### src/rtl/gcr_tlm_pkg.sv
`timescale 1ns/1ps
package gcr_tlm_pkg;
  localparam int SYM_W      = 5;
  localparam int SYM_N      = 4;
  localparam int FRAME_BITS = SYM_W * SYM_N + 1;
  localparam int WORD_W     = 16;
  localparam logic [WORD_W-1:0] BAD_CODE = 16'hFFFF;

  function automatic logic [3:0] sym_to_nib(input logic [SYM_W-1:0] s);
    logic [3:0] n;
    case (s)
      5'h1B: n = 4'h1;  5'h12: n = 4'h2;  5'h13: n = 4'h3;
      5'h1D: n = 4'h4;  5'h15: n = 4'h5;  5'h16: n = 4'h6;
      5'h17: n = 4'h7;  5'h1A: n = 4'h8;  5'h09: n = 4'h9;
      5'h0A: n = 4'hA;  5'h0B: n = 4'hB;  5'h1E: n = 4'hC;
      5'h0D: n = 4'hD;  5'h0E: n = 4'hE;  5'h0F: n = 4'hF;
      default: n = 4'h0;
    endcase
    return n;
  endfunction
endpackage

### src/rtl/gcr_edge_sync.sv
`timescale 1ns/1ps
module gcr_edge_sync #(
  parameter int STAGES = 2
) (
  input  logic clk,
  input  logic rst_n,
  input  logic line_i,
  output logic edge_o
);
  logic [STAGES:0] chain_q;

  always_ff @(posedge clk) begin
    if (!rst_n) chain_q <= '0;
    else        chain_q <= {chain_q[STAGES-1:0], line_i};
  end

  assign edge_o = chain_q[STAGES] ^ chain_q[STAGES-1];
endmodule

### src/rtl/gcr_run_timer.sv
`timescale 1ns/1ps
module gcr_run_timer #(
  parameter int SPB_W = 8,
  parameter int RUN_W = 6
) (
  input  logic             clk,
  input  logic             rst_n,
  input  logic [SPB_W-1:0] spb_i,
  input  logic             restart_i,
  output logic [RUN_W-1:0] run_o
);
  logic [SPB_W-1:0] phase_q, phase_base, phase_n;
  logic [SPB_W:0]   phase_inc;
  logic [RUN_W-1:0] run_q, run_base, run_n;

  // phase starts at half a bit so that wrapping counts rounded bits
  always_comb begin
    phase_base = restart_i ? (spb_i >> 1) : phase_q;
    run_base   = restart_i ? '0 : run_q;
    phase_inc  = {1'b0, phase_base} + 1'b1;
    if (phase_inc >= {1'b0, spb_i}) begin
      phase_n = '0;
      run_n   = (run_base == '1) ? run_base : run_base + 1'b1;
    end else begin
      phase_n = phase_inc[SPB_W-1:0];
      run_n   = run_base;
    end
  end

  always_ff @(posedge clk) begin
    if (!rst_n) begin
      phase_q <= '0;
      run_q   <= '0;
    end else begin
      phase_q <= phase_n;
      run_q   <= run_n;
    end
  end

  assign run_o = run_q;
endmodule

### src/rtl/gcr_word_builder.sv
`timescale 1ns/1ps
module gcr_word_builder
  import gcr_tlm_pkg::*;
#(
  parameter int RUN_W = 6
) (
  input  logic                  clk,
  input  logic                  rst_n,
  input  logic                  clear_i,
  input  logic                  run_valid_i,
  input  logic [RUN_W-1:0]      run_len_i,
  output logic [FRAME_BITS-1:0] word_o,
  output logic [RUN_W-1:0]      bits_o,
  output logic                  bad_o
);
  logic [FRAME_BITS-1:0] word_q;
  logic [RUN_W-1:0]      bits_q;
  logic                  bad_q;
  logic [RUN_W:0]        bits_sum;

  assign bits_sum = {1'b0, bits_q} + {1'b0, run_len_i};

  always_ff @(posedge clk) begin
    if (!rst_n || clear_i) begin
      word_q <= '0;
      bits_q <= '0;
      bad_q  <= 1'b0;
    end else if (run_valid_i && (bits_q < RUN_W'(FRAME_BITS))) begin
      if (run_len_i == '0) begin
        bad_q <= 1'b1;
      end else begin
        word_q <= (word_q << run_len_i) | (FRAME_BITS'(1) << (run_len_i - 1'b1));
        bits_q <= bits_sum[RUN_W] ? '1 : bits_sum[RUN_W-1:0];
      end
    end
  end

  assign word_o = word_q;
  assign bits_o = bits_q;
  assign bad_o  = bad_q;
endmodule

### src/rtl/gcr_frame_check.sv
`timescale 1ns/1ps
module gcr_frame_check
  import gcr_tlm_pkg::*;
#(
  parameter int RUN_W = 6
) (
  input  logic [FRAME_BITS-1:0] word_i,
  input  logic [RUN_W-1:0]      bits_i,
  input  logic                  bad_i,
  output logic                  ok_o,
  output logic [WORD_W-1:0]     data_o
);
  logic [FRAME_BITS-1:0] full_word;
  logic [RUN_W-1:0]      pad_len;
  logic                  len_ok;
  logic [WORD_W-1:0]     nibs;
  logic [3:0]            fold;

  always_comb begin
    pad_len = RUN_W'(FRAME_BITS) - bits_i;
    if (bits_i < RUN_W'(FRAME_BITS)) begin
      full_word = (word_i << pad_len) | (FRAME_BITS'(1) << (pad_len - 1'b1));
      len_ok    = 1'b1;
    end else begin
      full_word = word_i;
      len_ok    = (bits_i == RUN_W'(FRAME_BITS));
    end
  end

  for (genvar g = 0; g < SYM_N; g++) begin : g_sym
    assign nibs[4*g +: 4] = sym_to_nib(full_word[SYM_W*g +: SYM_W]);
  end

  always_comb begin
    fold = '0;
    for (int k = 0; k < SYM_N; k++) fold = fold ^ nibs[4*k +: 4];
  end

  assign ok_o   = len_ok && !bad_i && (fold == 4'hF);
  assign data_o = ok_o ? {4'h0, nibs[WORD_W-1:4]} : BAD_CODE;
endmodule

### src/rtl/gcr_tlm_decoder.sv
`timescale 1ns/1ps
module gcr_tlm_decoder
  import gcr_tlm_pkg::*;
#(
  parameter int SPB_W = 8,
  parameter int RUN_W = 6
) (
  input  logic              clk,
  input  logic              rst_n,
  input  logic              line_i,
  input  logic [SPB_W-1:0]  spb_i,
  input  logic              start_i,
  input  logic              win_end_i,
  output logic              res_valid_o,
  input  logic              res_ready_i,
  output logic              res_ok_o,
  output logic [WORD_W-1:0] res_data_o
);
  logic edge_w, armed_q, have_ref_q;
  logic take_edge, ref_edge, run_edge, close_win, out_busy;
  logic [RUN_W-1:0]      run_len;
  logic [FRAME_BITS-1:0] word_w;
  logic [RUN_W-1:0]      bits_w;
  logic                  bad_w, ok_w;
  logic [WORD_W-1:0]     data_w;
  logic                  valid_q, ok_q;
  logic [WORD_W-1:0]     data_q;

  gcr_edge_sync #(.STAGES(2)) u_sync (
    .clk(clk), .rst_n(rst_n), .line_i(line_i), .edge_o(edge_w));

  assign take_edge = armed_q && !start_i && !win_end_i && edge_w;
  assign ref_edge  = take_edge && !have_ref_q;
  assign run_edge  = take_edge && have_ref_q;
  assign close_win = armed_q && win_end_i && !start_i;
  assign out_busy  = valid_q && !res_ready_i;

  gcr_run_timer #(.SPB_W(SPB_W), .RUN_W(RUN_W)) u_timer (
    .clk(clk), .rst_n(rst_n), .spb_i(spb_i), .restart_i(take_edge), .run_o(run_len));

  gcr_word_builder #(.RUN_W(RUN_W)) u_build (
    .clk(clk), .rst_n(rst_n), .clear_i(start_i), .run_valid_i(run_edge),
    .run_len_i(run_len), .word_o(word_w), .bits_o(bits_w), .bad_o(bad_w));

  gcr_frame_check #(.RUN_W(RUN_W)) u_check (
    .word_i(word_w), .bits_i(bits_w), .bad_i(bad_w), .ok_o(ok_w), .data_o(data_w));

  always_ff @(posedge clk) begin
    if (!rst_n) begin
      armed_q    <= 1'b0;
      have_ref_q <= 1'b0;
    end else if (start_i) begin
      armed_q    <= 1'b1;
      have_ref_q <= 1'b0;
    end else begin
      if (close_win) armed_q    <= 1'b0;
      if (ref_edge)  have_ref_q <= 1'b1;
    end
  end

  always_ff @(posedge clk) begin
    if (!rst_n) begin
      valid_q <= 1'b0;
      ok_q    <= 1'b0;
      data_q  <= '0;
    end else if (close_win && !out_busy) begin
      valid_q <= 1'b1;
      ok_q    <= ok_w;
      data_q  <= data_w;
    end else if (res_ready_i) begin
      valid_q <= 1'b0;
    end
  end

  assign res_valid_o = valid_q;
  assign res_ok_o    = ok_q;
  assign res_data_o  = data_q;
endmodule

### config.mk
export PLATFORM = sky130hd
export DESIGN_NAME = gcr_tlm_decoder
export DESIGN_NICKNAME = d
export VERILOG_FILES = /design/src/rtl/gcr_tlm_pkg.sv /design/src/rtl/gcr_edge_sync.sv /design/src/rtl/gcr_run_timer.sv /design/src/rtl/gcr_word_builder.sv /design/src/rtl/gcr_frame_check.sv /design/src/rtl/gcr_tlm_decoder.sv
export SDC_FILE = /design/constraint.sdc
export NUM_CORES = 1
export LEC_CHECK = 0
export ABC_CLOCK_PERIOD_IN_PS = 6000
export CAP_MARGIN = 5
export CORE_UTILIZATION = 60
export CTS_BUF_LIST = sky130_fd_sc_hd__clkbuf_16
export CTS_CLUSTER_SIZE = 8
export DETAILED_ROUTE_END_ITERATION = 12
export DONT_BUFFER_PORTS = 1
export PLACE_DENSITY = 0.82
export SLEW_MARGIN = 10
export SYNTH_ARGS = -nofsm -noshare
export SYNTH_HDL_FRONTEND = slang
export SYNTH_SLANG_ARGS = --single-unit
### constraint.sdc
create_clock -name clk -period 6 [get_ports clk]
set_input_delay 0.3 -clock clk [delete_from_list [all_inputs] [get_ports clk]]
set_output_delay 0.3 -clock clk [all_outputs]
set_load 0.05 [all_outputs]
After elaboration in Yosys (flattened, before gate mapping)
Memories as Yosys holds them, arrays and structs flattened.
Index checks and enable logic that the tools add are counted.
W data, S select, Z words.
Word-level totals
  register bits after elaboration: 65
  bits in read-only memories: 512
  input bits: 14
  output and inout bits: 18
  word-level logic and storage cells: 77
  memories: 4
Memories
  (no name shown): words 32, width 4, rd ports 1, clocked after Yosys merged registers in 0, wr ports 0, line gcr_tlm_pkg.sv:11  | case (s)
  (no name shown): words 32, width 4, rd ports 1, clocked after Yosys merged registers in 0, wr ports 0, line gcr_tlm_pkg.sv:11
  (no name shown): words 32, width 4, rd ports 1, clocked after Yosys merged registers in 0, wr ports 0, line gcr_tlm_pkg.sv:11
  (no name shown): words 32, width 4, rd ports 1, clocked after Yosys merged registers in 0, wr ports 0, line gcr_tlm_pkg.sv:11
Cells by class
  add/sub/neg operators: 6
  magnitude comparators: 2
  equal/unequal tests: 3
  shifts and indexed selects: 4
  muxes and demuxes: 12
  bitwise operators: 8
  reduce and logical (&&, ||, !) cells: 27
Operator list (count)
  $mux W6: 4
  $or A21 B21 Y21: 1
  $shl A1 B6 Y21 const A: 1
  $shl A21 B6 Y20: 1
  $shl A21 B6 Y21: 1
  $mux W20: 1
  $or A20 B20 Y20: 1
  $shl A1 B6 Y20 const A: 1
  $mux W16: 1
  $logic_and A1 B1 Y1: 12
  $sub A6 B1 Y6 const B: 2
  $xor A4 B4 Y4: 3
  $add A8 B1 Y9 const B: 1
  $ge A9 B8 Y1: 1
  $mux W8: 1
  $add A6 B6 Y7: 1
  $logic_not A1 Y1: 7
  $add A6 B1 Y6 const B: 1
  $eq A6 B5 Y1 const B: 1
  $eq A6 B6 Y1 const B: 1
  $logic_not A6 Y1: 1
  $lt A6 B5 Y1 const B: 1
  $sub A5 B6 Y6 const A: 1
  $mux W1: 5
  7 further kinds: 11

Longest topological paths before layout
An unclocked memory read counts as a cell.
  depth after elaboration: 12
  gate-level depth with buffers: 21

Cells and area by module
Synthesis repeated with hierarchy kept, for this count alone.
Second synthesis, totals
  cell total of the unflattened synthesis: 880
  area, all modules: 7363.3 um2
By module, submodules not included
  gcr_frame_check: instances 1, cells an instance 368, area each 2967.8 um2
  gcr_word_builder: instances 1, cells an instance 295, area each 2339.7 um2
  gcr_run_timer: instances 1, cells an instance 123, area each 1117.3 um2
  gcr_tlm_decoder: instances 1, cells an instance 87, area each 849.6 um2
  gcr_edge_sync: instances 1, cells an instance 7, area each 88.8 um2

Worst setup path before layout
Ideal clock, no wire load.
  path kind: register to register
  from: register u_build.bits_q[1] (netlist: u_build.bits_o[1])
  to: register data_q[0] (netlist: res_data_o[0])
  library setup time: 70 ps
  arrival: 4346 ps
  required time: 5930 ps
  slack: 1584 ps
  cell stages (with the launch flop): 20
  buffers on the path: 6
  clock period less this slack: 4416 ps
  cells stage by stage: dfxtp_1 > buf_6 > buf_8 > inv_1 > ha_1 > buf_2 > buf_2 > buf_2 > clkbuf_1 > nand3_1 > o221ai_1 > o21a_1 > inv_1 > ha_1 > or4_4 > o31ai_4 > xnor2_1 > xnor3_2 > and3_4 > a21oi_1
On the way
  longest elaborated chain between the ends: 12
  elaborated cells between the ends (all ways): 20
  classes of those cells: add/sub: 2; order compare: 1; eq/ne: 2; shift: 2; mux: 3; bitwise: 4; reduce/logical: 2; memory: 4
Ends and longest elaborated chain
  start: declaration: line gcr_word_builder.sv:17  | logic [RUN_W-1:0] bits_q;
  start signal: assignment: line gcr_word_builder.sv:33  | bits_q <= bits_sum[RUN_W] ? '1 : bits_sum[RUN_W-1:0];
  $sub A5 B6 Y6: line gcr_frame_check.sv:20  | pad_len = RUN_W'(FRAME_BITS) - bits_i;
  $sub A6 B1 Y6: line gcr_frame_check.sv:22  | full_word = (word_i << pad_len) | (FRAME_BITS'(1) << (pad_len - 1'b1));
  $shl A1 B6 Y20: line gcr_frame_check.sv:22
  $or A20 B20 Y20: line gcr_frame_check.sv:22
  $mux W20: line gcr_frame_check.sv:21  | if (bits_i < RUN_W'(FRAME_BITS)) begin
  $mem_v2 Z32 W4
  $xor A4 B4 Y4 (3 in series): line gcr_frame_check.sv:36  | for (int k = 0; k < SYM_N; k++) fold = fold ^ nibs[4*k +: 4];
  $eq A4 B4 Y1: line gcr_frame_check.sv:39  | assign ok_o = len_ok && !bad_i && (fold == 4'hF);
  $logic_and A1 B1 Y1: line gcr_frame_check.sv:39
  $mux W16 *: line gcr_frame_check.sv:40  | assign data_o = ok_o ? {4'h0, nibs[WORD_W-1:4]} : BAD_CODE;
  end signal: assignment: line gcr_tlm_decoder.sv:69  | data_q <= data_w;
  end: declaration: line gcr_tlm_decoder.sv:27  | logic [WORD_W-1:0] data_q;
Mark *: on every way between the ends. The rest lies on a longest branch, timed or not.
A chain may end at the register's enable or synchronous reset.

Worst setup path in the final report
  from: register u_build.bits_q[2] (netlist: u_build.bits_o[2])
  to: register data_q[8] (netlist: res_data_o[8])
The elaborated chain is that of the path after synthesis.

==> results.yml <==
yosys:
  syn_area_mm2: 0.00663
  syn_inst: 829
  ys_seq_area_share_pct: 18.4
  synth_warnings: 0
  ys_types: 92
  yosys-top-cells-count: "75 x nor2_1, 74 x nand2_1, 63 x mux2i_1"
  synth_top_area_cell: "dfxtp_1"
  synth-seq-cells: 61
  synth-main-ff-cell: "dfxtp_1"
  synth_area_leaders: "dfxtp_1 18%, mux2i_1 9.5%, ha_1 6.2%, mux4_2 4.4%, nor2_1 4.2%"
  syn_area_per_cell_um2: 7.99
  synth_most_common_cell: "nor2_1"
  synth_edf_count: 0
  async_flop_share_pct: 0
  netlist.area_leader.share_pct: 18.4
  synth_nets: 877
place:
  dp_hpwl_um: 13700
  io_buffers: 0
  placed_cell_area_mm2: 0.00653
  gp_congestion: 0.951
  post-place-ws_ps: 1330
cts:
  cts_tree: "yes"
  cts.repair.resized: 0
  clock_latency_ps: 340
  cts_buffers: 9
  cts_hold_buf: 0
  root_buffer: "clkbuf_16"
  post_cts.repair.setup_buffers: 0
  clock_sinks: 61
  clk_pin_slew_ps: 60
  ctsLongestPathBuffers: 2
  cts.htree.levels: 3
setup_path:
  cpPeakStageDelay_ps: 640
  worstSetupEndpointType: "register"
  critPathLaunchType: "register"
  path_max_fanout: 15
  crit_arrival_ps: 5030
  slowest_stage: "ha_1"
  critical_path.cell_chain: "ha_1 -> xor2_1 -> and3_1 -> nor2_1 -> o32a_1 -> o21ai_1 -> ha_1 -> or4_4 -> o31ai_4 -> xnor2_1 -> xnor3_2 -> and3_4 -> a21oi_1"
  critical_path_class: "reg -> reg"
  required_ps: 6260
  worst_path_most_repeated_cell: "ha_1"
die:
  placementRows: 38
  die_h_um: 107
  ioPinCount: 32
  start_util_pct: 61.4
  die_w_um: 107
  die_area_mm2: 0.0115
  core_mm2: 0.0108
power_and_ir_drop:
  max-vdd-ir-drop_mv: 0.158
  power.leakage_nw: 2.67
  powerDensity_mw_per_mm2: 151
layout:
  diodes: 0
  final_area_mm2: 0.00685
  nets: 825
  syn2layout_area_growth_pct: 3.34
  layout-drive-gt1-share_pct: 9.46
sta:
  fin_crit_ps: 4760
  fin_ws_ps: 1240
  slew_headroom_pct: 20.6
  finalSetupTns_ps: 0
  clock-skew-final_ps: 7.70
  tightest_slew_ps: 1190
  setup_viol: 0
  clock.fmax_ghz: 0.210
  hold_viol_final: 0
  final_max_slew_viol_count: 0
  rsz0062_at_grt: "false"
  fin_crit_sh_pct: 79.4
routing:
  drtIter0Drc: 661
  drc: 0
  dr_total_vias: 6420
  postRouteAntennaNets: 0
  wire_per_inst_um: 20.8
  drt_first_pass_iters: 5
  finalWirelength_um: 19200
  avgViaCountPerCell: 6.96
global_routing:
  track_usage_pct: 34.1
  grt_pass1_vias: 6032
  overflow: 0
  antenna_found_initial: 0
  grt_max_degree: 41
  grt_pass1_wl_um: 30800
job:
  maxCapViolCount: 0
run_status:
  outcome: "finished, final reports clean"
min_path:
  hold_path.class: "in -> reg"
==> kinds of logic (layout without fill, tap and decap cells) <==
family | Yosys count | count (layout) | share of synthesized area [%]
buffers and inverters | 103 | 56 | 7.08
adders and majority gates | 34 | 34 | 6.53
DFF | 61 | 61 | 18.4
muxes | 84 | 84 | 15.3
and+or+nand+nor | 288 | 288 | 21.9
xor gates and xnor gates | 31 | 31 | 5.55
AOI/OAI and AO/OA | 228 | 228 | 25.2
==> where the power goes <==
group	switching, mW	total (mW)	internal [mW]	leakage, nW
registers	0.0202	0.433	0.413	0.495
logic	0.0234	0.0444	0.0210	2.01
clock network	0.197	0.559	0.362	0.161
==> critical path: cells and delay by family, from the launching register on <==
kind / cells / cell delay (ps)
AOI/OAI and AO/OA: 4 / 850
DFF: 1 / 600
and+or+nand+nor: 4 / 1170
xor gates and xnor gates: 3 / 1130
adders and majority gates: 2 / 940
==> through the flow <==
stage	power (mW)	utilization, %	hold WS [ps]	std cells
after global routing	1.06	63.4	81.8	922
final	1.04	63.4	80.8	922
after detailed placement	0.486	60.5	422	906
after CTS	1.04	63.4	77.0	922
after global placement	0.483	60.5	421	906
after floorplan	0.479	-	412	829
==> sequential cells by signal, summed over array words and instances (netlist names), 3 cells and up <==
signal           cells
u_sync.chain_q       3
u_timer.phase_q      8
u_timer.run_o        6
res_data_o          13
u_build.word_o      20
u_build.bits_o       6
==> final cells by class <==
class	instances	area (um2)
Fill cell	885	3950
Tap cell	140	175
Clock inverter	7	91.3
Multi-Input combinational cell	665	4940
Inverter	29	109
Sequential cell	61	1220
Timing Repair Buffer	11	82.6
Clock buffer	9	225
==> worst paths after layout <==
| kind | from | endpoint | slack, ps | cells after the start |
|---|---|---|---|---|
| max | u_build.bits_o[2] | res_data_o[8] | 1240 | 13 |
| min reg2reg | u_sync.chain_q[0] | u_sync.chain_q[1] | 440 | 1 |
| max reg2reg | u_build.bits_o[2] | res_data_o[8] | 1240 | 13 |
| min | rst_n | armed_q | 80 | 1 |
==> cell usage in the layout, fill, tap and decap left out, types with 5 or more instances in the layout <==
master,instances
buf_4,11
nor3_1,23
o22ai_1,8
xor2_1,12
nor2b_1,17
a22oi_1,7
a21oi_1,48
a211oi_1,13
nor2_1,75
mux2_2,7
mux4_2,13
dfxtp_1,59
o221ai_1,6
nand2_1,74
xnor2_1,12
ha_1,33
and2_1,16
a31oi_1,8
o211ai_1,10
a221oi_1,8
nor3b_1,5
nand3_1,18
nand3b_1,5
o21a_1,6
o221a_1,8
and3_1,14
a21o_1,12
clkbuf_16,9
mux2i_1,63
inv_1,28
o21ai_0,34
nand2b_1,11
==> metal layers <==
layer	vias to the layer above	wire length [um]	global-route usage, %
met5	-	0	0
met4	0	927	18.0
met3	82	1330	4.38
met2	320	8990	55.4
met1	3060	7980	44.0
li1	2958	-	-
(Power assumes the default switching activity.)
